===== src/rtl/hpair_pkg.sv =====
package hpair_pkg;
  localparam int unsigned VEC_W_DEF = 128;
  localparam int unsigned NARROW_W  = 64;

  typedef enum logic {
    ELEM_16 = 1'b0,
    ELEM_32 = 1'b1
  } elem_sz_e;
endpackage


===== src/rtl/hpair_lane.sv =====
module hpair_lane #(
  parameter int unsigned EW        = 16,
  parameter bit          ALLOW_SAT = 1'b1
) (
  input  logic [EW-1:0] even_el,
  input  logic [EW-1:0] odd_el,
  input  logic          sub_sel,
  input  logic          sat_en,
  output logic [EW-1:0] pair_res
);
  localparam logic [EW-1:0] MAX_POS = {1'b0, {(EW-1){1'b1}}};
  localparam logic [EW-1:0] MIN_NEG = {1'b1, {(EW-1){1'b0}}};

  logic [EW:0] ext_a, ext_b, ext_r;

  always_comb begin
    ext_a = {even_el[EW-1], even_el};
    ext_b = {odd_el[EW-1], odd_el};
    ext_r = sub_sel ? (ext_a - ext_b) : (ext_a + ext_b);
  end

  generate
    if (ALLOW_SAT) begin : g_sat
      always_comb begin
        if (sat_en && (ext_r[EW] != ext_r[EW-1]))
          pair_res = ext_r[EW] ? MIN_NEG : MAX_POS;
        else
          pair_res = ext_r[EW-1:0];
      end
    end else begin : g_wrap
      logic unused_sat;
      assign unused_sat = sat_en ^ ext_r[EW];
      assign pair_res   = ext_r[EW-1:0];
    end
  endgenerate
endmodule


===== src/rtl/hpair_core.sv =====
module hpair_core #(
  parameter int unsigned VEC_W = hpair_pkg::VEC_W_DEF
) (
  input  logic [VEC_W-1:0] dst_vec,
  input  logic [VEC_W-1:0] src_vec,
  input  logic             sub_sel,
  input  logic             size_sel,
  input  logic             sat_en,
  input  logic             wide_mode,
  output logic [VEC_W-1:0] res_vec,
  output logic             res_illegal
);
  import hpair_pkg::*;

  localparam int unsigned NP16 = VEC_W / 32;
  localparam int unsigned NP32 = VEC_W / 64;
  localparam int unsigned NL16 = VEC_W / 16;
  localparam int unsigned NL32 = VEC_W / 32;

  logic [15:0] d16 [NP16];
  logic [15:0] s16 [NP16];
  logic [31:0] d32 [NP32];
  logic [31:0] s32 [NP32];
  logic [VEC_W-1:0] pack16, pack32;

  genvar k;
  generate
    for (k = 0; k < NP16; k++) begin : g_p16
      hpair_lane #(.EW(16), .ALLOW_SAT(1'b1)) u_d (
        .even_el(dst_vec[32*k +: 16]), .odd_el(dst_vec[32*k+16 +: 16]),
        .sub_sel(sub_sel), .sat_en(sat_en), .pair_res(d16[k]));
      hpair_lane #(.EW(16), .ALLOW_SAT(1'b1)) u_s (
        .even_el(src_vec[32*k +: 16]), .odd_el(src_vec[32*k+16 +: 16]),
        .sub_sel(sub_sel), .sat_en(sat_en), .pair_res(s16[k]));
    end
    for (k = 0; k < NP32; k++) begin : g_p32
      hpair_lane #(.EW(32), .ALLOW_SAT(1'b0)) u_d (
        .even_el(dst_vec[64*k +: 32]), .odd_el(dst_vec[64*k+32 +: 32]),
        .sub_sel(sub_sel), .sat_en(1'b0), .pair_res(d32[k]));
      hpair_lane #(.EW(32), .ALLOW_SAT(1'b0)) u_s (
        .even_el(src_vec[64*k +: 32]), .odd_el(src_vec[64*k+32 +: 32]),
        .sub_sel(sub_sel), .sat_en(1'b0), .pair_res(s32[k]));
    end

    for (k = 0; k < NL16; k++) begin : g_o16
      if (k < NP16 / 2) begin : g_lo
        assign pack16[16*k +: 16] = d16[k];
      end else if (k < NP16) begin : g_mid
        assign pack16[16*k +: 16] = wide_mode ? d16[k] : s16[k - NP16/2];
      end else begin : g_hi
        assign pack16[16*k +: 16] = wide_mode ? s16[k - NP16] : 16'h0;
      end
    end
    for (k = 0; k < NL32; k++) begin : g_o32
      if (k < NP32 / 2) begin : g_lo
        assign pack32[32*k +: 32] = d32[k];
      end else if (k < NP32) begin : g_mid
        assign pack32[32*k +: 32] = wide_mode ? d32[k] : s32[k - NP32/2];
      end else begin : g_hi
        assign pack32[32*k +: 32] = wide_mode ? s32[k - NP32] : 32'h0;
      end
    end
  endgenerate

  always_comb begin
    res_illegal = sat_en && (elem_sz_e'(size_sel) == ELEM_32);
    if (res_illegal)
      res_vec = '0;
    else if (elem_sz_e'(size_sel) == ELEM_32)
      res_vec = pack32;
    else
      res_vec = pack16;
  end
endmodule


===== src/rtl/hpair_out_reg.sv =====
module hpair_out_reg #(
  parameter int unsigned DW = 129
) (
  input  logic          clk,
  input  logic          rst_n,
  input  logic          in_valid,
  output logic          in_ready,
  input  logic [DW-1:0] in_data,
  output logic          out_valid,
  input  logic          out_ready,
  output logic [DW-1:0] out_data
);
  assign in_ready = !out_valid || out_ready;

  always_ff @(posedge clk or negedge rst_n) begin
    if (!rst_n) begin
      out_valid <= 1'b0;
      out_data  <= '0;
    end else if (in_valid && in_ready) begin
      out_valid <= 1'b1;
      out_data  <= in_data;
    end else if (out_ready) begin
      out_valid <= 1'b0;
    end
  end

  assert_hold_data_R9: assert property (@(posedge clk) disable iff (!rst_n)
    (out_valid && !out_ready) |=> (out_valid && $stable(out_data)));

  assert_load_valid_R8: assert property (@(posedge clk) disable iff (!rst_n)
    (in_valid && in_ready) |=> out_valid);

  assert_drop_only_on_ready_R8: assert property (@(posedge clk) disable iff (!rst_n)
    $fell(out_valid) |-> $past(out_ready));
endmodule


===== src/rtl/hpair_addsub_unit.sv =====
module hpair_addsub_unit #(
  parameter int unsigned VEC_W = hpair_pkg::VEC_W_DEF
) (
  input  logic             clk,
  input  logic             rst_n,
  input  logic             in_valid,
  output logic             in_ready,
  input  logic [VEC_W-1:0] dst_vec,
  input  logic [VEC_W-1:0] src_vec,
  input  logic             sub_sel,
  input  logic             size_sel,
  input  logic             sat_en,
  input  logic             wide_mode,
  output logic             out_valid,
  input  logic             out_ready,
  output logic [VEC_W-1:0] out_vec,
  output logic             out_illegal
);
  localparam int unsigned HALF_W = VEC_W / 2;

  logic [VEC_W-1:0] core_vec;
  logic             core_illegal;

  hpair_core #(.VEC_W(VEC_W)) u_core (
    .dst_vec(dst_vec), .src_vec(src_vec), .sub_sel(sub_sel),
    .size_sel(size_sel), .sat_en(sat_en), .wide_mode(wide_mode),
    .res_vec(core_vec), .res_illegal(core_illegal));

  hpair_out_reg #(.DW(VEC_W + 1)) u_oreg (
    .clk(clk), .rst_n(rst_n), .in_valid(in_valid), .in_ready(in_ready),
    .in_data({core_illegal, core_vec}), .out_valid(out_valid),
    .out_ready(out_ready), .out_data({out_illegal, out_vec}));

  assert_narrow_upper_zero_R6: assert property (@(posedge clk) disable iff (!rst_n)
    (in_valid && in_ready && !wide_mode) |=> (out_vec[VEC_W-1:HALF_W] == '0));

  assert_illegal_zero_R7: assert property (@(posedge clk) disable iff (!rst_n)
    (in_valid && in_ready && sat_en && size_sel) |=> (out_illegal && out_vec == '0));

  assert_legal_flag_R7: assert property (@(posedge clk) disable iff (!rst_n)
    (in_valid && in_ready && !(sat_en && size_sel)) |=> !out_illegal);

  assert_ready_when_empty_R8: assert property (@(posedge clk) disable iff (!rst_n)
    !out_valid |-> in_ready);
endmodule


===== config.mk =====
export PLATFORM = sky130hd
export DESIGN_NAME = hpair_addsub_unit
export DESIGN_NICKNAME = d
export VERILOG_FILES = /design/src/rtl/hpair_pkg.sv /design/src/rtl/hpair_lane.sv /design/src/rtl/hpair_core.sv /design/src/rtl/hpair_out_reg.sv /design/src/rtl/hpair_addsub_unit.sv
export SDC_FILE = /design/constraint.sdc
export NUM_CORES = 1
export LEC_CHECK = 0
export BUFFER_PORTS_ARGS = -buffer_cell sky130_fd_sc_hd__buf_4
export CORE_ASPECT_RATIO = 0.5
export CORE_MARGIN = 1.5
export CORE_UTILIZATION = 35
export CTS_CLUSTER_DIAMETER = 120
export CTS_CLUSTER_SIZE = 20
export DETAILED_ROUTE_END_ITERATION = 7
export MAX_ROUTING_LAYER = met4
export PLACE_DENSITY = 0.65
export REMOVE_ABC_BUFFERS = 1
export SLEW_MARGIN = 10
export SYNTH_ARGS = -nofsm -noshare
export SYNTH_HDL_FRONTEND = slang
export SYNTH_SLANG_ARGS = --single-unit

===== constraint.sdc =====
create_clock -name clk -period 2.4 [get_ports clk]
set_input_delay 0.36 -clock clk [delete_from_list [all_inputs] [get_ports clk]]
set_output_delay 0.36 -clock clk [all_outputs]
set_load 0.02 [all_outputs]

==> impl_metrics.py <==
metrics = {
    "place": {
        "dpl_cell_area_um2": 37200,
        "place_ws_ns": -2.29,
        "routabilityCongestion": 1.03,
        "io_buffers": 394,
        "dpl.cell_count": 5670,
        "hpwl_um": 101000,
    },
    "global_route": {
        "grt_pass1_wl_um": 188000,
        "track_usage": 0.353,
        "grt_max_degree": 61,
        "gr-total-overflow": 0,
        "antenna_found_initial": 2,
        "grt_pass1_vias": 32400,
    },
    "sta": {
        "timing.hold.ws_ns": 0.0958,
        "rsz0062_at_grt": "yes",
        "setup_viol": 128,
        "finalHoldViolations": 0,
        "max_slew.worst_pin.slew_ns": 0.638,
        "clock.fmax_ghz": 0.265,
        "relSlewSlack": 0.564,
        "setup_slack_ns": -1.37,
        "fin_tns_setup_ns": -145.19,
        "clock_skew_ns": 0.00976,
        "slew_violations": 0,
        "post-route-period-util": 1.57,
        "period_needed_ns": 3.77,
    },
    "drt": {
        "wl_per_cell_um": 21.9,
        "final_antenna_net_count": 0,
        "wl_met1_um": 52600,
        "wl_met2_um": 62400,
        "highest_layer": "met4",
        "drt_wl_total_um": 129000,
        "drc_errors": 0,
        "vias_per_cell": 5.60,
        "dr.first_iter.drc_count": 2568,
        "num_vias": 33100,
        "routed-wl-met3_um": 6690,
        "first_pass_iters": 6,
    },
    "outcome": {
        "outcome": "finished, violations left",
        "violations": "negative setup slack",
    },
    "cts": {
        "cts_tree": "yes",
        "root_buffer": "clkbuf_16",
        "clk_latency_ns": 0.49,
        "cts-buffers-inserted": 17,
        "clk_path_buf_depth": 2,
        "h-tree-depth": 4,
        "cts.sinks": 130,
        "clkTransAtPathRegs_ns": 0.07,
    },
    "floorplan": {
        "start_util": 0.357,
        "ios": 395,
        "dieArea_um2": 70500,
        "dieHeight_um": 188,
        "rows": 67,
        "core_area_um2": 67500,
        "die_w_um": 374,
    },
    "cells_and_area": {
        "finalInstanceArea_um2": 44000,
        "syn_to_final_growth_pct": 82.6,
        "instances_no_fill": 5914,
        "final_core_util": 0.652,
        "finalNetCount": 5542,
        "drive_gt1_frac": 0.499,
    },
    "yosys": {
        "synth_ff_type": "dfrtp_1",
        "synthMostInstantiatedCell": "nor2_1",
        "avgSynthCellArea_um2": 7.37,
        "seq_area_frac_synth": 0.135,
        "synth_top_area_frac": 0.137,
        "ys_seq_elements": 130,
        "synth_common_cells": "nor2_1, a21oi_1, xnor2_1",
        "synth_edf_count": 0,
        "synth_warnings": 0,
        "syn_area_um2": 24100,
        "synth_area_leaders": "ha_1, dfrtp_1, xnor2_1, a21oi_1, nor2_1",
        "synth_cell_types": 91,
        "synthArstFlopShare": 1.00,
        "syn_inst": 3266,
        "yosys.area.top_type": "ha_1",
    },
    "power": {
        "p_leak_nw": 20.8,
        "ir_drop_mv": 0.523,
        "p_per_area_nw_per_um2": 532,
        "power_mw": 23.4,
    },
    "critical_path": {
        "crit_fanout": 3,
        "critical_path_class": "input port to register",
        "crit_family": "simple AND/OR/NAND/NOR gates",
        "cp_cell_sequence": "buf_6 -> or4_4 -> nor3_4 -> nand2_2 -> nor3_4 -> and3_4 -> a21oi_4 -> buf_6 -> nor2_4 -> xor2_4 -> ha_4 -> buf_6 -> a21o_1 -> nor4b_2 -> a211oi_2 -> a31oi_1 -> buf_4 -> nor2_4 -> or4_1 -> nand4_1",
        "crit_buf_inv": 4,
        "worstSetupStartpointType": "input port",
        "critPathArrivalTime_ns": 4.20,
        "critical_path_required_ns": 2.83,
        "crit_slowest_cell": "or4_4",
        "cp_common_cell": "buf_6",
        "max_stage_delay_ns": 0.56,
        "end_kind": "register",
    },
    "job": {
        "maxCapViolations": 0,
    },
    "worst_hold_path": {
        "hp-class": "input port to register",
    },
}
[per-layer routing]
metal	vias up	track usage
li1	15500	-
met3	383	0.0412
met1	16000	0.416
met2	1228	0.596
met4	0	0.176
met5	-	-
[cells by family after synthesis]
| kind of cell | after synthesis | synth area share |
|---|---|---|
| xor gates and xnor gates | 432 | 0.157 |
| and+or+nand+nor | 1032 | 0.205 |
| AOI/OAI and AO/OA | 1127 | 0.305 |
| DFF | 130 | 0.135 |
| buffers and inverters | 240 | 0.0378 |
| muxes | 29 | 0.0127 |
| adders and majority gates | 276 | 0.147 |
[cells in the final DEF, fill, tap and decap left out, types with 36 or more instances in the layout]
cell type / n
dfrtp_1: 130
xnor2_2: 41
xor2_1: 105
buf_6: 135
o21ai_2: 62
a21oi_1: 249
nor3_1: 66
xnor2_1: 272
nand2_1: 202
o21a_1: 60
o21ai_0: 86
nand3_1: 45
ha_1: 237
buf_4: 1667
inv_1: 101
a21o_1: 86
a21oi_2: 61
nor2_1: 303
o21ai_1: 67
a31oi_1: 42
nor2_2: 36
o211ai_1: 41
nand2b_1: 45
[path summary, 6_finish.rpt]
check	from	end	slack, ns	depth (start not counted)
min	in_valid	u_oreg.out_valid	0.1	2
min in group asynchronous	rst_n	u_oreg.out_data[22]	0.32	2
max	dst_vec[41]	u_oreg.out_data[28]	-1.37	20
min reg2reg	u_oreg.out_data[81]	u_oreg.out_data[81]	0.50	2
max in group asynchronous	rst_n	u_oreg.out_data[69]	1.24	3
max reg2reg	u_oreg.out_valid	u_oreg.out_data[30]	0.16	9
[state kept, by name, summed over array words and instances (netlist names)]
register	flops
u_oreg.out_valid	1
u_oreg.out_data	129
[worst reg2reg max path: stages (launching register included)]
cell and delay, ns:
dfrtp_1 0.38, nand2b_1 0.18, nand2_4 0.12, buf_12 0.21, nor2_1 0.40, buf_4 0.29
o21a_4 0.23, buf_12 0.16, o21ai_0 0.09, o211ai_1 0.09
[final cells by class]
| type | instances | area [um2] |
|---|---|---|
| Antenna cell | 2 | 5.00 |
| Multi-Input combinational cell | 2897 | 23800 |
| Fill cell | 5638 | 23500 |
| Tap cell | 897 | 1120 |
| Inverter | 121 | 477 |
| Clock inverter | 13 | 209 |
| Clock buffer | 19 | 443 |
| Timing Repair Buffer | 1835 | 14600 |
| Sequential cell | 130 | 3250 |
[where the power goes]
part,total (mW),internal (mW),switching [mW]
clock,3.15,1.87,1.28
sequential,3.30,2.70,0.604
combinational,16.9,8.33,8.61
[what timing repair did]
action / CTS / global route
gates resized for setup: 600 / 441
pin swaps: 349 / 311
hold buffers: 1 / 0
endpoints found under the setup margin: 128 / 128
endpoints found under the hold margin: 25 / 0
gates cloned: 5 / 0
buffers inserted: 129 / 105
(Power assumes the default switching activity.)
